**src/rtl/burst_seq_pkg.sv**
```systemverilog
package burst_seq_pkg;
  localparam int OFF_W = 3;
  localparam int LEN_W = 2;

  typedef enum logic {
    ORD_SEQ = 1'b0,
    ORD_XOR = 1'b1
  } burst_order_e;
endpackage

```
**src/rtl/bsq_mode_reg.sv**
```systemverilog
module bsq_mode_reg
  import burst_seq_pkg::*;
(
  input  logic             clk,
  input  logic             rst,
  input  logic             mrs_valid,
  input  logic [3:0]       mrs_addr,
  input  logic             busy,
  input  logic             active,
  output logic [LEN_W-1:0] len_log2,
  output burst_order_e     order
);
  logic code_ok;
  assign code_ok = (mrs_addr[2:0] == 3'd1) || (mrs_addr[2:0] == 3'd2) ||
                   (mrs_addr[2:0] == 3'd3);

  always_ff @(posedge clk) begin
    if (rst) begin
      len_log2 <= LEN_W'(1);
      order    <= ORD_SEQ;
    end else if (mrs_valid && !busy && code_ok) begin
      len_log2 <= mrs_addr[LEN_W-1:0];
      order    <= burst_order_e'(mrs_addr[3]);
    end
  end

  assert_mode_frozen_R5: assert property (@(posedge clk) disable iff (rst)
    active |=> ($stable(len_log2) && $stable(order)));

  assert_len_legal_R2: assert property (@(posedge clk) disable iff (rst)
    (len_log2 != 2'd0));
endmodule

```
**src/rtl/bsq_addr_calc.sv**
```systemverilog
module bsq_addr_calc
  import burst_seq_pkg::*;
#(
  parameter int COL_W = 10
) (
  input  logic [COL_W-1:0] base,
  input  logic [OFF_W-1:0] idx,
  input  logic [LEN_W-1:0] len_log2,
  input  burst_order_e     order,
  output logic [COL_W-1:0] addr
);
  logic [OFF_W-1:0] seq_off;
  logic [OFF_W-1:0] xor_off;
  logic [OFF_W-1:0] sel_off;

  assign seq_off = base[OFF_W-1:0] + idx;
  assign xor_off = base[OFF_W-1:0] ^ idx;
  assign sel_off = (order == ORD_XOR) ? xor_off : seq_off;

  for (genvar b = 0; b < OFF_W; b++) begin : g_off_bit
    localparam logic [LEN_W-1:0] BPOS = LEN_W'(b);
    assign addr[b] = (BPOS < len_log2) ? sel_off[b] : base[b];
  end

  assign addr[COL_W-1:OFF_W] = base[COL_W-1:OFF_W];
endmodule

```
**src/rtl/burst_col_seq.sv**
```systemverilog
module burst_col_seq
  import burst_seq_pkg::*;
#(
  parameter int COL_W = 10
) (
  input  logic             clk,
  input  logic             rst,
  input  logic             mrs_valid,
  input  logic [3:0]       mrs_addr,
  input  logic             cmd_valid,
  input  logic [COL_W-1:0] cmd_col,
  input  logic             beat_en,
  output logic             col_valid,
  output logic [COL_W-1:0] col_addr,
  output logic             col_last
);
  logic [LEN_W-1:0] len_log2;
  burst_order_e     order;
  logic [COL_W-1:0] base;
  logic [OFF_W-1:0] idx;
  logic [OFF_W-1:0] next_idx;
  logic [OFF_W-1:0] last_idx;
  logic [COL_W-1:0] nxt_addr;
  logic             cmd_fire;
  logic             step;
  logic             finish;

  bsq_mode_reg i_mode (
    .clk      (clk),
    .rst      (rst),
    .mrs_valid(mrs_valid),
    .mrs_addr (mrs_addr),
    .busy     (col_valid | cmd_valid),
    .active   (col_valid),
    .len_log2 (len_log2),
    .order    (order)
  );

  assign last_idx = OFF_W'((1 << len_log2) - 1);
  assign next_idx = idx + OFF_W'(1);
  assign cmd_fire = cmd_valid && (!col_valid || (beat_en && col_last));
  assign step     = col_valid && beat_en && !col_last;
  assign finish   = col_valid && beat_en && col_last;

  bsq_addr_calc #(.COL_W(COL_W)) i_calc (
    .base    (base),
    .idx     (next_idx),
    .len_log2(len_log2),
    .order   (order),
    .addr    (nxt_addr)
  );

  always_ff @(posedge clk) begin
    if (rst) begin
      col_valid <= 1'b0;
      col_last  <= 1'b0;
      col_addr  <= '0;
      base      <= '0;
      idx       <= '0;
    end else if (cmd_fire) begin
      col_valid <= 1'b1;
      col_last  <= 1'b0;
      col_addr  <= cmd_col;
      base      <= cmd_col;
      idx       <= '0;
    end else if (step) begin
      idx      <= next_idx;
      col_addr <= nxt_addr;
      col_last <= (next_idx == last_idx);
    end else if (finish) begin
      col_valid <= 1'b0;
      col_last  <= 1'b0;
    end
  end

  assert_last_in_burst_R11: assert property (@(posedge clk) disable iff (rst)
    col_last |-> col_valid);

  assert_end_idle_R11: assert property (@(posedge clk) disable iff (rst)
    (finish && !cmd_valid) |=> !col_valid);

  assert_hold_R7: assert property (@(posedge clk) disable iff (rst)
    (col_valid && !beat_en) |=> (col_valid && $stable(col_addr) && $stable(col_last)));

  assert_advance_R7: assert property (@(posedge clk) disable iff (rst)
    step |=> col_valid);

  assert_upper_kept_R10: assert property (@(posedge clk) disable iff (rst)
    step |=> (col_addr[COL_W-1:OFF_W] == $past(col_addr[COL_W-1:OFF_W])));

  assert_seq_step_R8: assert property (@(posedge clk) disable iff (rst)
    (step && order == ORD_SEQ) |=>
      (((col_addr - $past(col_addr)) & {{(COL_W-OFF_W){1'b0}}, $past(last_idx)})
        == COL_W'(1)));

  assert_chain_R12: assert property (@(posedge clk) disable iff (rst)
    (finish && cmd_valid) |=> (col_valid && !col_last && col_addr == $past(cmd_col)));

  assert_start_R6: assert property (@(posedge clk) disable iff (rst)
    (!col_valid && cmd_valid) |=> (col_valid && col_addr == $past(cmd_col)));
endmodule

```
**config.mk**
```make
export PLATFORM = sky130hd
export DESIGN_NAME = burst_col_seq
export DESIGN_NICKNAME = d
export VERILOG_FILES = /design/src/rtl/burst_seq_pkg.sv /design/src/rtl/bsq_mode_reg.sv /design/src/rtl/bsq_addr_calc.sv /design/src/rtl/burst_col_seq.sv
export SDC_FILE = /design/constraint.sdc
export NUM_CORES = 1
export LEC_CHECK = 0
export CAP_MARGIN = 10
export CORE_MARGIN = 2
export CORE_UTILIZATION = 51
export CTS_CLUSTER_DIAMETER = 80
export CTS_CLUSTER_SIZE = 16
export DETAILED_ROUTE_END_ITERATION = 16
export PLACE_DENSITY = 0.86
export SETUP_SLACK_MARGIN = 0.05
export SLEW_MARGIN = 30
export SYNTH_ARGS = -nofsm -noshare
export SYNTH_HDL_FRONTEND = slang
export SYNTH_SLANG_ARGS = --single-unit
```
**constraint.sdc**
```tcl
create_clock -name clk -period 3.1 [get_ports clk]
set_input_delay 0.775 -clock clk [delete_from_list [all_inputs] [get_ports clk]]
set_output_delay 0.775 -clock clk [all_outputs]
set_load 0.005 [all_outputs]
```
==> flow_summary.json <==
{
  "cts_buffer_depth": 2,
  "total_leakage_power_nw": 0.595,
  "viasPerCell": 5.19,
  "holdWs_ns": 0.499,
  "status": "completed",
  "finalNetCount": 182,
  "drt-pass1-iter-count": 4,
  "synth.distinct_cells": 31,
  "drive_gt1_share_pct": 6.33,
  "numCtsBuffers": 3,
  "p_per_area_nw_per_um2": 486,
  "syn_to_final_growth_pct": 28.4,
  "cp.buffers_inverters": 2,
  "ys_seq_area_share_pct": 45.5,
  "grt_max_degree": 20,
  "critPathArrivalTime_ns": 2.40,
  "synth_edf_count": 0,
  "hold_viol": 0,
  "worst_slew_pin_slew_ns": 0.736,
  "synth_area_per_cell_sq_um": 9.54,
  "wl_per_cell_microns": 13.4,
  "die_x_microns": 53.1,
  "async_flop_share_pct": 0,
  "drtIter0Drc": 10,
  "cts.sinks": 28,
  "critPathSlowestCell": "a21oi_2",
  "skew_ns": 0.00106,
  "antenna_found_initial": 0,
  "postRouteAntennaNets": 0,
  "syn_inst": 129,
  "finalSetupViolCount": 0,
  "start_kind": "input pin",
  "yosys_warnings": 0,
  "cts.clk_slew.worst_paths_ns": 0.15,
  "grt_overflow_total": 0,
  "fmax_mhz": 461,
  "netlist_area_sq_um": 1230,
  "maxCapViolations": 0,
  "dp_slack_ns": 0.589,
  "grt_pass1_wl_microns": 4100,
  "num_rows": 17,
  "worst_setup_path_end_kind": "flop",
  "ir_drop_mv": 0.361,
  "ys.flop_type": "dfxtp_1",
  "setup_slack_ns": 0.931,
  "coreArea_sq_um": 2250,
  "cts_resized": 0,
  "gp_congestion": 0.748,
  "clockRootBuffer": "clkbuf_4",
  "syn-num-nets": 152,
  "cts_hold_buf": 0,
  "fin_crit_sh_pct": 70.0,
  "n_antenna_cell": 0,
  "numPortBuffers": 30,
  "drcViolationCount": 0,
  "htree_levels": 1,
  "cp_top_family": "compound AO/OA/AOI/OAI gates",
  "path_max_fanout": 17,
  "synth-seq-cells": 28,
  "post_cts_buffers": 0,
  "required_ns": 3.33,
  "layout_common_cells": "clkdlybuf4s50_1 (30), dfxtp_1 (28), nor2_1 (20), nand2_1 (13), mux2i_1 (12)",
  "grt_setup_unrepaired": "false",
  "routed_wl_microns": 2490,
  "critical_path_class": "input pin to flop",
  "final_common_cell": "clkdlybuf4s50_1",
  "initial_core_util_pct": 54.6,
  "relSlewSlack_pct": 51.0,
  "place_hpwl_microns": 1860,
  "min-delay-path-class": "flop to flop",
  "cts_tree": "done",
  "first_global_vias": 994,
  "die-area_sq_um": 2820,
  "finalSetupTns_ns": 0,
  "slew_viol_final": 0,
  "grt_usage_pct": 20.2,
  "boundaryPins": 31,
  "num_vias": 966,
  "die_h_microns": 53.1,
  "path_cells": "clkdlybuf4s50_1 > inv_1 > a21oi_2 > nor2_1 > a311oi_1",
  "clock_latency_ns": 0.32,
  "min_period_ns": 2.17,
  "max_stage_delay_ns": 0.58
}
==> report_power, final <==
group / internal (mW) / switching (mW)
clock: 0.131 / 0.105
combinational: 0.0748 / 0.0577
sequential: 0.384 / 0.0154
total: 0.589 / 0.178
==> through the flow <==
step           power [mW]  cells  utilization [%]  instance area (sq um)
6_report            0.767    186             70.1                   1580
5_1_grt             0.800    186             70.1                   1580
3_5_place_dp        0.540    182             67.8                   1530
2_1_floorplan       0.477    129                -                   1230
3_3_place_gp        0.533    182             67.8                   1530
4_1_cts             0.773    186             70.1                   1580
==> synth_stat cells, types with 2 or more instances <==
library cell,count,area (sq um)
mux2i_1,12,120
dfxtp_1,28,561
inv_1,4,15.0
nor2_1,20,75.1
xor2_1,2,17.5
nand2_1,13,48.8
a21oi_1,6,30.0
clkbuf_1,3,11.3
nor3_1,3,15.0
a211oi_1,8,60.1
xnor2_1,6,52.6
o211ai_1,2,15.0
nand3_1,2,10.0
ha_1,3,37.5
==> worst min-delay path, delay by kind of cell (launching register included) <==
family           cells  cell delay [ns]
AO/OA/AOI/OAI        1             0.06
flip-flops           1             0.35
AND/OR/NAND/NOR      1             0.06
==> registers in the layout, indices dropped and copies added (netlist names) <==
signal and flops:
col_last 1, col_addr 10, col_valid 1, i_mode.len_log2 2
idx 3, i_mode.order 1, base 10
==> logic make-up after synthesis <==
logic type	synth area share [%]
mux	9.76
compound gates	13.2
simple gates	15.6
buf+inv	5.59
fa+ha+maj	4.68
flops	45.5
xor+xnor	5.69
==> cell type report <==
type                            instances  area, sq um
Timing Repair Buffer                   32          315
Sequential cell                        28          561
Inverter                                4         15.0
Tap cell                               28         35.0
Multi-Input combinational cell         90          602
Clock inverter                          1         30.0
Fill cell                             184          674
Clock buffer                            3         22.5
==> worst paths after layout <==
check                  startpoint                       end  slack (ns)  cells past startpoint
max reg2reg   idx[0]$_SDFFE_PP0P_  col_addr[1]$_SDFFE_PP0P_        1.17                      6
max                       beat_en  col_addr[1]$_SDFFE_PP0P_        0.93                      5
min reg2reg  base[2]$_SDFFE_PP0P_      base[2]$_SDFFE_PP0P_        0.50                      2
min          base[2]$_SDFFE_PP0P_      base[2]$_SDFFE_PP0P_        0.50                      2
==> layer usage <==
| metal | vias to the layer above | wire, microns | GRT usage (%) |
|---|---|---|---|
| li1 | 496 | - | - |
| met1 | 444 | 1110 | 22.1 |
| met2 | 22 | 1240 | 37.9 |
| met3 | 4 | 97 | 2.54 |
| met4 | 0 | 38 | 9.40 |
| met5 | - | 0 | 0 |
Note: power is estimated with default switching activity, not from simulation.
